### src/rtl/msr_pkg.sv
package msr_pkg;
  localparam int unsigned LINES = 4;

  typedef enum logic [1:0] {
    LN_CTS = 2'd0,
    LN_DSR = 2'd1,
    LN_RI  = 2'd2,
    LN_DCD = 2'd3
  } line_idx_e;

  typedef enum logic {
    EDGE_BOTH = 1'b0,
    EDGE_FALL = 1'b1
  } edge_kind_e;

  typedef logic [LINES-1:0] line_vec_t;

  // ring reports only the end of a ring: asserted level falling
  function automatic edge_kind_e edge_kind_of(input int unsigned idx);
    if (idx == int'(LN_RI)) return EDGE_FALL;
    return EDGE_BOTH;
  endfunction
endpackage

### src/rtl/msr_rst_sync.sv
module msr_rst_sync #(
  parameter int unsigned STAGES = 2
) (
  input  logic clk,
  input  logic rst_n,
  output logic rst_sync_n
);
  logic [STAGES-1:0] chain_q;
  logic [STAGES-1:0] chain_d;

  always_comb begin
    chain_d = {chain_q[STAGES-2:0], 1'b1};
  end

  always_ff @(posedge clk or negedge rst_n) begin
    if (!rst_n) chain_q <= '0;
    else        chain_q <= chain_d;
  end

  assign rst_sync_n = chain_q[STAGES-1];
endmodule

### src/rtl/msr_sync.sv
module msr_sync #(
  parameter int unsigned WIDTH    = 4,
  parameter int unsigned STAGES   = 2,
  parameter logic        IDLE_VAL = 1'b1
) (
  input  logic             clk,
  input  logic             rst_n,
  input  logic [WIDTH-1:0] din,
  output logic [WIDTH-1:0] dout
);
  logic [WIDTH-1:0] stage_q [STAGES];
  logic [WIDTH-1:0] stage_d [STAGES];

  for (genvar s = 0; s < STAGES; s++) begin : g_stage
    if (s == 0) begin : g_first
      always_comb stage_d[s] = din;
    end else begin : g_rest
      always_comb stage_d[s] = stage_q[s-1];
    end

    always_ff @(posedge clk or negedge rst_n) begin
      if (!rst_n) stage_q[s] <= {WIDTH{IDLE_VAL}};
      else        stage_q[s] <= stage_d[s];
    end
  end

  assign dout = stage_q[STAGES-1];
endmodule

### src/rtl/msr_change_det.sv
module msr_change_det
  import msr_pkg::*;
#(
  parameter int unsigned WIDTH = LINES
) (
  input  logic             clk,
  input  logic             rst_n,
  input  logic [WIDTH-1:0] cur,
  output logic [WIDTH-1:0] prev,
  output logic [WIDTH-1:0] evt
);
  logic [WIDTH-1:0] prev_q;
  logic [WIDTH-1:0] prev_d;

  always_comb prev_d = cur;

  always_ff @(posedge clk or negedge rst_n) begin
    if (!rst_n) prev_q <= '0;
    else        prev_q <= prev_d;
  end

  for (genvar i = 0; i < WIDTH; i++) begin : g_edge
    if (edge_kind_of(i) == EDGE_FALL) begin : g_fall
      always_comb evt[i] = prev_q[i] & ~cur[i];
    end else begin : g_both
      always_comb evt[i] = prev_q[i] ^ cur[i];
    end
  end

  assign prev = prev_q;
endmodule

### src/rtl/msr_event_latch.sv
module msr_event_latch #(
  parameter int unsigned WIDTH = 4
) (
  input  logic             clk,
  input  logic             rst_n,
  input  logic [WIDTH-1:0] set_evt,
  input  logic             clr,
  output logic [WIDTH-1:0] flags
);
  logic [WIDTH-1:0] flag_q;
  logic [WIDTH-1:0] flag_d;
  logic             flag_en;

  always_comb begin
    flag_en = clr | (|set_evt);
    flag_d  = (clr ? '0 : flag_q) | set_evt;
  end

  always_ff @(posedge clk or negedge rst_n) begin
    if (!rst_n)       flag_q <= '0;
    else if (flag_en) flag_q <= flag_d;
  end

  assign flags = flag_q;
endmodule

### src/rtl/uart_modem_status.sv
module uart_modem_status
  import msr_pkg::*;
#(
  parameter int unsigned ADDR_W      = 3,
  parameter int unsigned STATUS_ADDR = 6,
  parameter int unsigned SYNC_STAGES = 2
) (
  input  logic              clk,
  input  logic              rst_n,
  input  logic [LINES-1:0]  modem_in_n,
  input  logic              loop_en,
  input  logic [LINES-1:0]  ctl_out,
  input  logic              rd_stb,
  input  logic [ADDR_W-1:0] rd_addr,
  output logic [2*LINES-1:0] rd_data,
  output logic              irq
);
  localparam logic [ADDR_W-1:0] SEL = ADDR_W'(STATUS_ADDR);

  logic      rst_sync_n;
  line_vec_t ext_sync_n;
  line_vec_t cur_vec;
  line_vec_t prev_vec;
  line_vec_t evt_vec;
  line_vec_t delta_vec;
  logic      rd_hit;

  msr_rst_sync #(.STAGES(2)) u_rst (
    .clk        (clk),
    .rst_n      (rst_n),
    .rst_sync_n (rst_sync_n)
  );

  msr_sync #(.WIDTH(LINES), .STAGES(SYNC_STAGES), .IDLE_VAL(1'b1)) u_sync (
    .clk   (clk),
    .rst_n (rst_sync_n),
    .din   (modem_in_n),
    .dout  (ext_sync_n)
  );

  // asserted-level view: external lines inverted, or control outputs when looped
  always_comb begin
    if (loop_en) cur_vec = ctl_out;
    else         cur_vec = ~ext_sync_n;
  end

  msr_change_det #(.WIDTH(LINES)) u_det (
    .clk   (clk),
    .rst_n (rst_sync_n),
    .cur   (cur_vec),
    .prev  (prev_vec),
    .evt   (evt_vec)
  );

  always_comb rd_hit = rd_stb & (rd_addr == SEL);

  msr_event_latch #(.WIDTH(LINES)) u_flags (
    .clk     (clk),
    .rst_n   (rst_sync_n),
    .set_evt (evt_vec),
    .clr     (rd_hit),
    .flags   (delta_vec)
  );

  always_comb begin
    rd_data = '0;
    if (rd_hit) rd_data = {cur_vec, delta_vec};
  end

  assign irq = |delta_vec;
endmodule

### config.mk
export PLATFORM = sky130hd
export DESIGN_NAME = uart_modem_status
export DESIGN_NICKNAME = d
export VERILOG_FILES = /design/src/rtl/msr_pkg.sv /design/src/rtl/msr_rst_sync.sv /design/src/rtl/msr_sync.sv /design/src/rtl/msr_change_det.sv /design/src/rtl/msr_event_latch.sv /design/src/rtl/uart_modem_status.sv
export SDC_FILE = /design/constraint.sdc
export NUM_CORES = 1
export LEC_CHECK = 0
export CAP_MARGIN = 20
export CORE_AREA = 2 2 41 50
export CTS_CLUSTER_SIZE = 16
export DETAILED_ROUTE_END_ITERATION = 7
export DIE_AREA = 0 0 43 52
export PLACE_DENSITY_LB_ADDON = 0.12
export SYNTH_ARGS = -nofsm -noshare
export SYNTH_HDL_FRONTEND = slang
export SYNTH_SLANG_ARGS = --single-unit
export TNS_END_PERCENT = 10
### constraint.sdc
create_clock -name clk -period 1 [get_ports clk]
set_input_delay 0.15 -clock clk [delete_from_list [all_inputs] [get_ports clk]]
set_output_delay 0.15 -clock clk [all_outputs]
set_load 0.01 [all_outputs]
# == Word-level counts from Yosys, hierarchy flattened ==
# Cells that the tools add are included.
# op_classes
bitwise,9
n_eq_ne,1
mux,3
reduce_logical,2
# ops
operator,n
two-way mux 4 bit,2
two-way mux 8 bit,1
OR reduction 4 bit,2
inverter 4 bit,1
bitwise OR 4 bit,1
equality test 3 bit (second input constant),1
bitwise XOR 1 bit,3
AND 1 bit,2
inverter 1 bit,1
bitwise OR 1 bit,1
# word_totals
word_cells,20
in_bits,15
regBits,18

# == Depth between registers and ports, before layout ==
# Gate-level depths: netlist of run 1.
# depth
depth_word,6
depth_mapped,4
ltp_nobuf,3

# == Hierarchy ==
# Synthesis of run 1 repeated with hierarchy kept, for this count alone.
# hier_totals
hier_cells,51
area_unflattened_um2,666.9
# modules_own_cells
module,area_per_inst_um2,cells_per_inst,n_inst,seq_area_each_um2
msr_sync,210.2,8,1,210.2
uart_modem_status,136.4,23,1,0.0
msr_event_latch,133.9,9,1,100.1
msr_change_det,132.6,8,1,100.1
msr_rst_sync,53.8,3,1,50.0

# == Least setup slack after synthesis of run 1 ==
# No wires, ideal clock.
# synth_path
path_type,register to output
from,"register u_sync.stage_q, in the netlist u_sync.dout[2]"
to,output port rd_data[6]
arrival_time_ns,0.807
path_slack_ns,0.043
n_path_buf,0
path_stages_with_launch,4
cell_sequence,dfstp_2 inv_1 mux2i_1 nor2_1
# synth_via
elab_chain_len,3
# synth_lines
item,line,rtl
start: declaration,msr_sync.sv:11,logic [WIDTH-1:0] stage_q [STAGES];
start signal: indexed assignment,msr_sync.sv:22,if (!rst_n) stage_q[s] <= {WIDTH{IDLE_VAL}};
start signal: indexed assignment,msr_sync.sv:23,else stage_q[s] <= stage_d[s];
inverter 4 bit,uart_modem_status.sv:44,else cur_vec = ~ext_sync_n;
two-way mux 4 bit,uart_modem_status.sv:43,if (loop_en) cur_vec = ctl_out;
two-way mux 8 bit,uart_modem_status.sv:67,"if (rd_hit) rd_data = {cur_vec, delta_vec};"
end: declaration,uart_modem_status.sv:15,"output logic [2*LINES-1:0] rd_data,"
# No other way between the ends.

# == Final worst setup path of run 1 ==
# Ends and elaborated chain as after synthesis.

==> impl_metrics.toml, run 1 <==
[run_status]
status = "complete, but fails checks"
violations = "negative setup slack"

[timing]
max_freq_mhz = 748
maxSlewViolCount = 0
fin_tns_setup_ps = -1940
hold_ws_ps = 167
period_share_pct = 134
finClkSkew_ps = 5.61
grt_setup_unrepaired = "true"
min_period_ps = 1340
hold_violations = 0
setup_viol = 13
setup_ws_ps = -337

[drt]
drc = 0
detail_route.vias_per_cell = 4.68
first_pass_iters = 4
wl_per_cell_um = 11.6
drt_first_iter_violations = 6
postRouteAntennaNets = 0
vias = 557
wirelength_mm = 1.38
wl_met2_um = 764
wl_met3_um = 63
met1_length_um = 539
routed.top_layer = "met4"

[global_routing]
grt_util_all_layers_pct = 14.6
grt_pass1_vias = 554
antenna_found_initial = 0
overflow = 0
grt_pass1_wl_mm = 2.36
grt_max_degree = 10

[pwr]
vdd_drop_max_mv = 0.912
leakage_nw = 0.563
powerDensity_nw_per_um2 = 1250

[clock_network]
ctsRootBufferMaster = "clkbuf_4"
clk_latency_ps = 280
clk_pin_slew_ps = 90
cts_tree = "built"
htreeDepth = 1
cts_buffer_depth = 2
cts_buffers = 3
cts_num_sinks = 18

[synth]
synth_most_common_cell = "dfrtp_1"
ys.flop_type = "dfrtp_1"
syn_area_per_cell_um2 = 12.1
yosys.area.top_type = "dfrtp_1"
synth_cell_types = 20
synth_cells = 57
synth_edf_count = 0
yosysSeqAreaShare_pct = 66.5
async_flop_share_pct = 100
yosys_warnings = 0
netlist_area_um2 = 692
syn-num-nets = 72
synth_seq_cells = 18
synth_top_area_share_pct = 36.2
synth.area.top_cells = "dfrtp_1 36%, dfstp_2 30%, inv_1 4.3%"
yosys-top-cells-count = "10 x dfrtp_1, 8 x dfstp_2, 8 x inv_1"

[worst_hold_path]
min_path_type = "reg -> async"

[floorplan]
die_area_um2 = 2240
rows = 17
die_h_um = 52
fp.dieW_um = 43
io_pins = 24
start_util_pct = 38.7
core-area_um2 = 1790

[critical_path]
r2r_slack_ps = -110
worst_setup_path_end_kind = "primary output"
required_ps = 850
crit_type = "reg -> out"
cp.arrival_ps = 1190
setup.worst_path.start_class = "flop"
crit_fanout = 2

[final_layout]
area_growth_pct = 57.7
fin_util_pct = 61.1
post-route-cell-area_um2 = 1090
finalNetCount = 117
antenna_cells = 0
drive_gt1_share_pct = 48.0

[placement]
gp_congestion = 0.666
postPlaceCellArea_um2 = 1050
numPortBuffers = 23
dpl.hpwl_um = 969

[flow_run]
drv_cap = 0
## cells by family after synthesis
logic type,share of synthesized area [%]
and+or+nand+nor,19.3
DFF,66.5
other,0.542
muxes,1.45
AOI/OAI and AO/OA,7.05
buffers and inverters,5.06
## area by class of cell
cell class	count	area, um^2
fillers	169	696
flip-flops and latches	18	460
repair buffers	40	320
multi-input cells	31	234
inverters	8	30.0
well taps	19	23.8
clock buffers	3	22.5
## timing repair
item | 4_1_cts | 5_1_grt
pin swaps | 7 | 2
buffers inserted | 2 | 0
endpoints found under the hold margin | 0 | 2
gates cloned | 1 | 0
endpoints found under the setup margin | 16 | 16
hold buffers | 0 | 1
gates resized for setup | 50 | 6
## report_power, final
part	total (W)	leakage, nW	internal (W)	switching (W)
Sequential	0.000803	0.191	0.000785	0.0000176
Combinational	0.000228	0.358	0.000136	0.0000917
Clock	0.000335	0.0138	0.000140	0.000195
Total	0.00137	0.563	0.00106	0.000304
## through the flow
step / worst slack [ps] / power [W] / std cells
after floorplan: 43.3 / 0.000884 / 57
after global placement: -802 / 0.00102 / 112
after detailed placement: -834 / 0.00102 / 112
after CTS: -335 / 0.00137 / 118
after global routing: -427 / 0.00146 / 119
final: -337 / 0.00137 / 119
## final timing paths
check / from / to / cells past startpoint
hold reg to reg: u_rst.chain_q[1] / u_flags.flags[0] / 1
min in group clk: modem_in_n[3] / u_sync.stage_d[3] / 1
hold / removal: u_rst.chain_q[1] / u_flags.flags[0] / 1
setup / recovery: u_sync.dout[2] / rd_data[6] / 4
setup reg to reg: u_sync.dout[2] / u_flags.flags[2] / 5
max in group asynchronous: rst_n / u_rst.chain_q[1] / 2
## worst max-delay path, cell delays in order (launching register included)
cell	delay (ps)
dfstp_2	530
inv_1	30
mux2i_1	160
nor2_1	50
buf_2	140
## cell usage in the layout (no fill, tap or decap)
master	n
buf_4	14
dfrtp_1	10
clkdlybuf4s50_1	9
buf_2	9
dfstp_2	8
inv_1	4
inv_2	4
nand2b_1	4
nor2_1	3
nand2_1	3
clkbuf_4	3
clkdlybuf4s15_1	3
and2_4	2
nand4b_4	2
and3b_1	2
nor2_2	2
nand3_1	2
a32oi_1	2
o21ai_1	2
dlygate4sd2_1	2
buf_6	2
mux2i_1	1
nand4_1	1
or2_4	1
a21oi_2	1
a21o_1	1
a22o_1	1
dlygate4sd3_1	1
conb_1	1
## registers in the layout (all words and copies together) (netlist names)
name and count:
u_rst.chain_q 2, u_sync.dout 4, u_det.prev 4, u_sync.stage_d 4, u_flags.flags 4
## routing by layer
| layer | up-vias | GRT usage, % |
|---|---|---|
| li1 | 273 | - |
| met1 | 263 | 16.0 |
| met2 | 19 | 26.5 |
| met3 | 2 | 3.13 |
| met4 | 0 | 7.07 |
| met5 | - | 0 |
Note: power is estimated with default switching activity, not from simulation.
==> run 2: changes to the inputs <==
- CORE_AREA: 2 2 41 50 -> 2 2 44 54
- DIE_AREA: 0 0 43 52 -> 0 0 46 56
==> run 2 against run 1 <==
Effect of this change: critical path depth unchanged; worst hold slack lost 150 ps; die area is 15% higher; register-to-register slack worse by 200 ps; final cell count increased by 5.0%; total power rose by 9.9%; highest routed layer unchanged; global-route usage is 2.0 points lower; clock skew rose by 9.7 ps; the run still ends with negative setup slack left; clock power is 32% higher; setup slack lost 41 ps; wire length up 3.0%; largest cell class unchanged.
==> impl_metrics.toml, run 2 (synthesis gave the netlist of run 1 again) <==
[worst_hold_path]
min_path_type = "in -> async"

[critical_path]
worst_setup_path_end_kind = "primary output"
reg2reg_to = "u_flags.flags[2]"
slowest_delay_ps = 540
crit_fanout = 2
r2r_cells = 7
setup.worst_path.start_class = "flop"
crit_type = "reg -> out"
r2r_slack_ps = -310
crit_chain = "inv_2 -> mux2i_2 -> nor2_1 -> buf_2"
cp.arrival_ps = 1230
required_ps = 850
crit_path_top_delay_cell = "dfstp_2"
r2r_start = "u_sync.dout[2]"

[final_layout]
fillers = 188
layout_common_cells = "16 x buf_4, 10 x dfrtp_1, 9 x clkdlybuf4s50_1, 9 x buf_2, 8 x dfstp_2"
fin_util_pct = 57.3
area_growth_pct = 67.8
antenna_cells = 0
finalNetCount = 121
layout_commonest_cell = "buf_4"
drive_gt1_share_pct = 57.1

[pwr]
powerDensity_nw_per_um2 = 1290
totalPowerFinal_w = 0.00150
leakage_nw = 0.590
vdd_drop_max_mv = 0.960

[placement]
dpl.hpwl_um = 989
numPortBuffers = 23
gp_congestion = 0.700
place_ws_ps = -806

[clock_network]
htreeDepth = 1
ctsRootBufferMaster = "clkbuf_4"
cts_num_sinks = 18
cts_buffer_depth = 2
cts_buffers = 3
holdBufCountCts = 0
cts_tree = "built"
clk_latency_ps = 290
clk_pin_slew_ps = 110

[drt]
drc = 0
drt_first_iter_violations = 6
postRouteAntennaNets = 0
wirelength_mm = 1.42
detail_route.vias_per_cell = 4.63
wl_per_cell_um = 11.4
vias = 579
first_pass_iters = 4

[timing]
finClkSkew_ps = 15.3
hold_violations = 0
min_period_ps = 1380
maxSlewViolCount = 0
grt_setup_unrepaired = "true"
setup_ws_ps = -378
period_share_pct = 138
setup_viol = 14
hold_ws_ps = 16.2
max_freq_mhz = 726

[flow_run]
drv_cap = 0

[global_routing]
overflow = 0
grt_util_all_layers_pct = 12.6
grt_pass1_vias = 558
antenna_found_initial = 0
grt_max_degree = 17
grt_pass1_wl_mm = 2.35

[floorplan]
io_pins = 24
core-area_um2 = 2030
die_area_um2 = 2580
start_util_pct = 34.1
die_h_um = 56
fp.dieW_um = 46
rows = 18

[run_status]
status = "complete, but fails checks"
violations = "negative setup slack"
run 2: area by class of cell:
class | count | area (um^2) | share of cell area, %
repair buffers | 44 | 364 | 31.4
clock buffers | 4 | 36.3 | 3.13
inverters | 8 | 30.0 | 2.59
well taps | 20 | 25.0 | 2.16
flip-flops and latches | 18 | 460 | 39.7
multi-input cells | 31 | 245 | 21.1
run 2: per-stage QoR:
step | cells | setup TNS [ps] | instance area (um^2)
floorplan | 57 | 0 | 692
global placement | 113 | -8780 | 1050
detailed placement | 113 | -9100 | 1050
CTS | 125 | -2500 | 1150
global route | 125 | -3240 | 1160
finish | 125 | -2450 | 1160
run 2: how the worst max path moves through the flow:
stage / start / end / slack (ps) / depth (start not counted)
after floorplan: u_sync.dout[2] / rd_data[6] / 40 / 3
after global placement: loop_en / rd_data[7] / -790 / 4
after detailed placement: loop_en / rd_data[7] / -810 / 4
after CTS: u_sync.dout[2] / rd_data[6] / -380 / 4
after global routing: u_sync.dout[2] / rd_data[6] / -430 / 4
final: u_sync.dout[2] / rd_data[6] / -380 / 4
run 2: timing repair:
item	in CTS	in global routing
pin swaps	8	4
buffers inserted	8	0
resized for setup	61	5
endpoints found under the setup margin	16	16
cloned	1	0
run 2: report_power, final:
group	internal [W]	switching (W)	total, W
clock	0.000221	0.000222	0.000443
sequential	0.000785	0.0000174	0.000803
combinational	0.000154	0.000100	0.000254
run 2: worst max-delay path, delay by kind of cell, from the launching register on:
| family | cells | cell delay (ps) |
|---|---|---|
| flops | 1 | 540 |
| mux | 1 | 170 |
| simple gates | 1 | 60 |
| buf+inv | 2 | 170 |
run 2: metal layers:
| metal | global-route usage (%) | part of all wire [%] | routed length [um] |
|---|---|---|---|
| met3 | 3.25 | 4.4 | 63 |
| met2 | 19.6 | 53 | 749 |
| met5 | 0 | 0 | 0 |
| met1 | 16.1 | 42 | 593 |
| met4 | 4.90 | 1.2 | 17 |
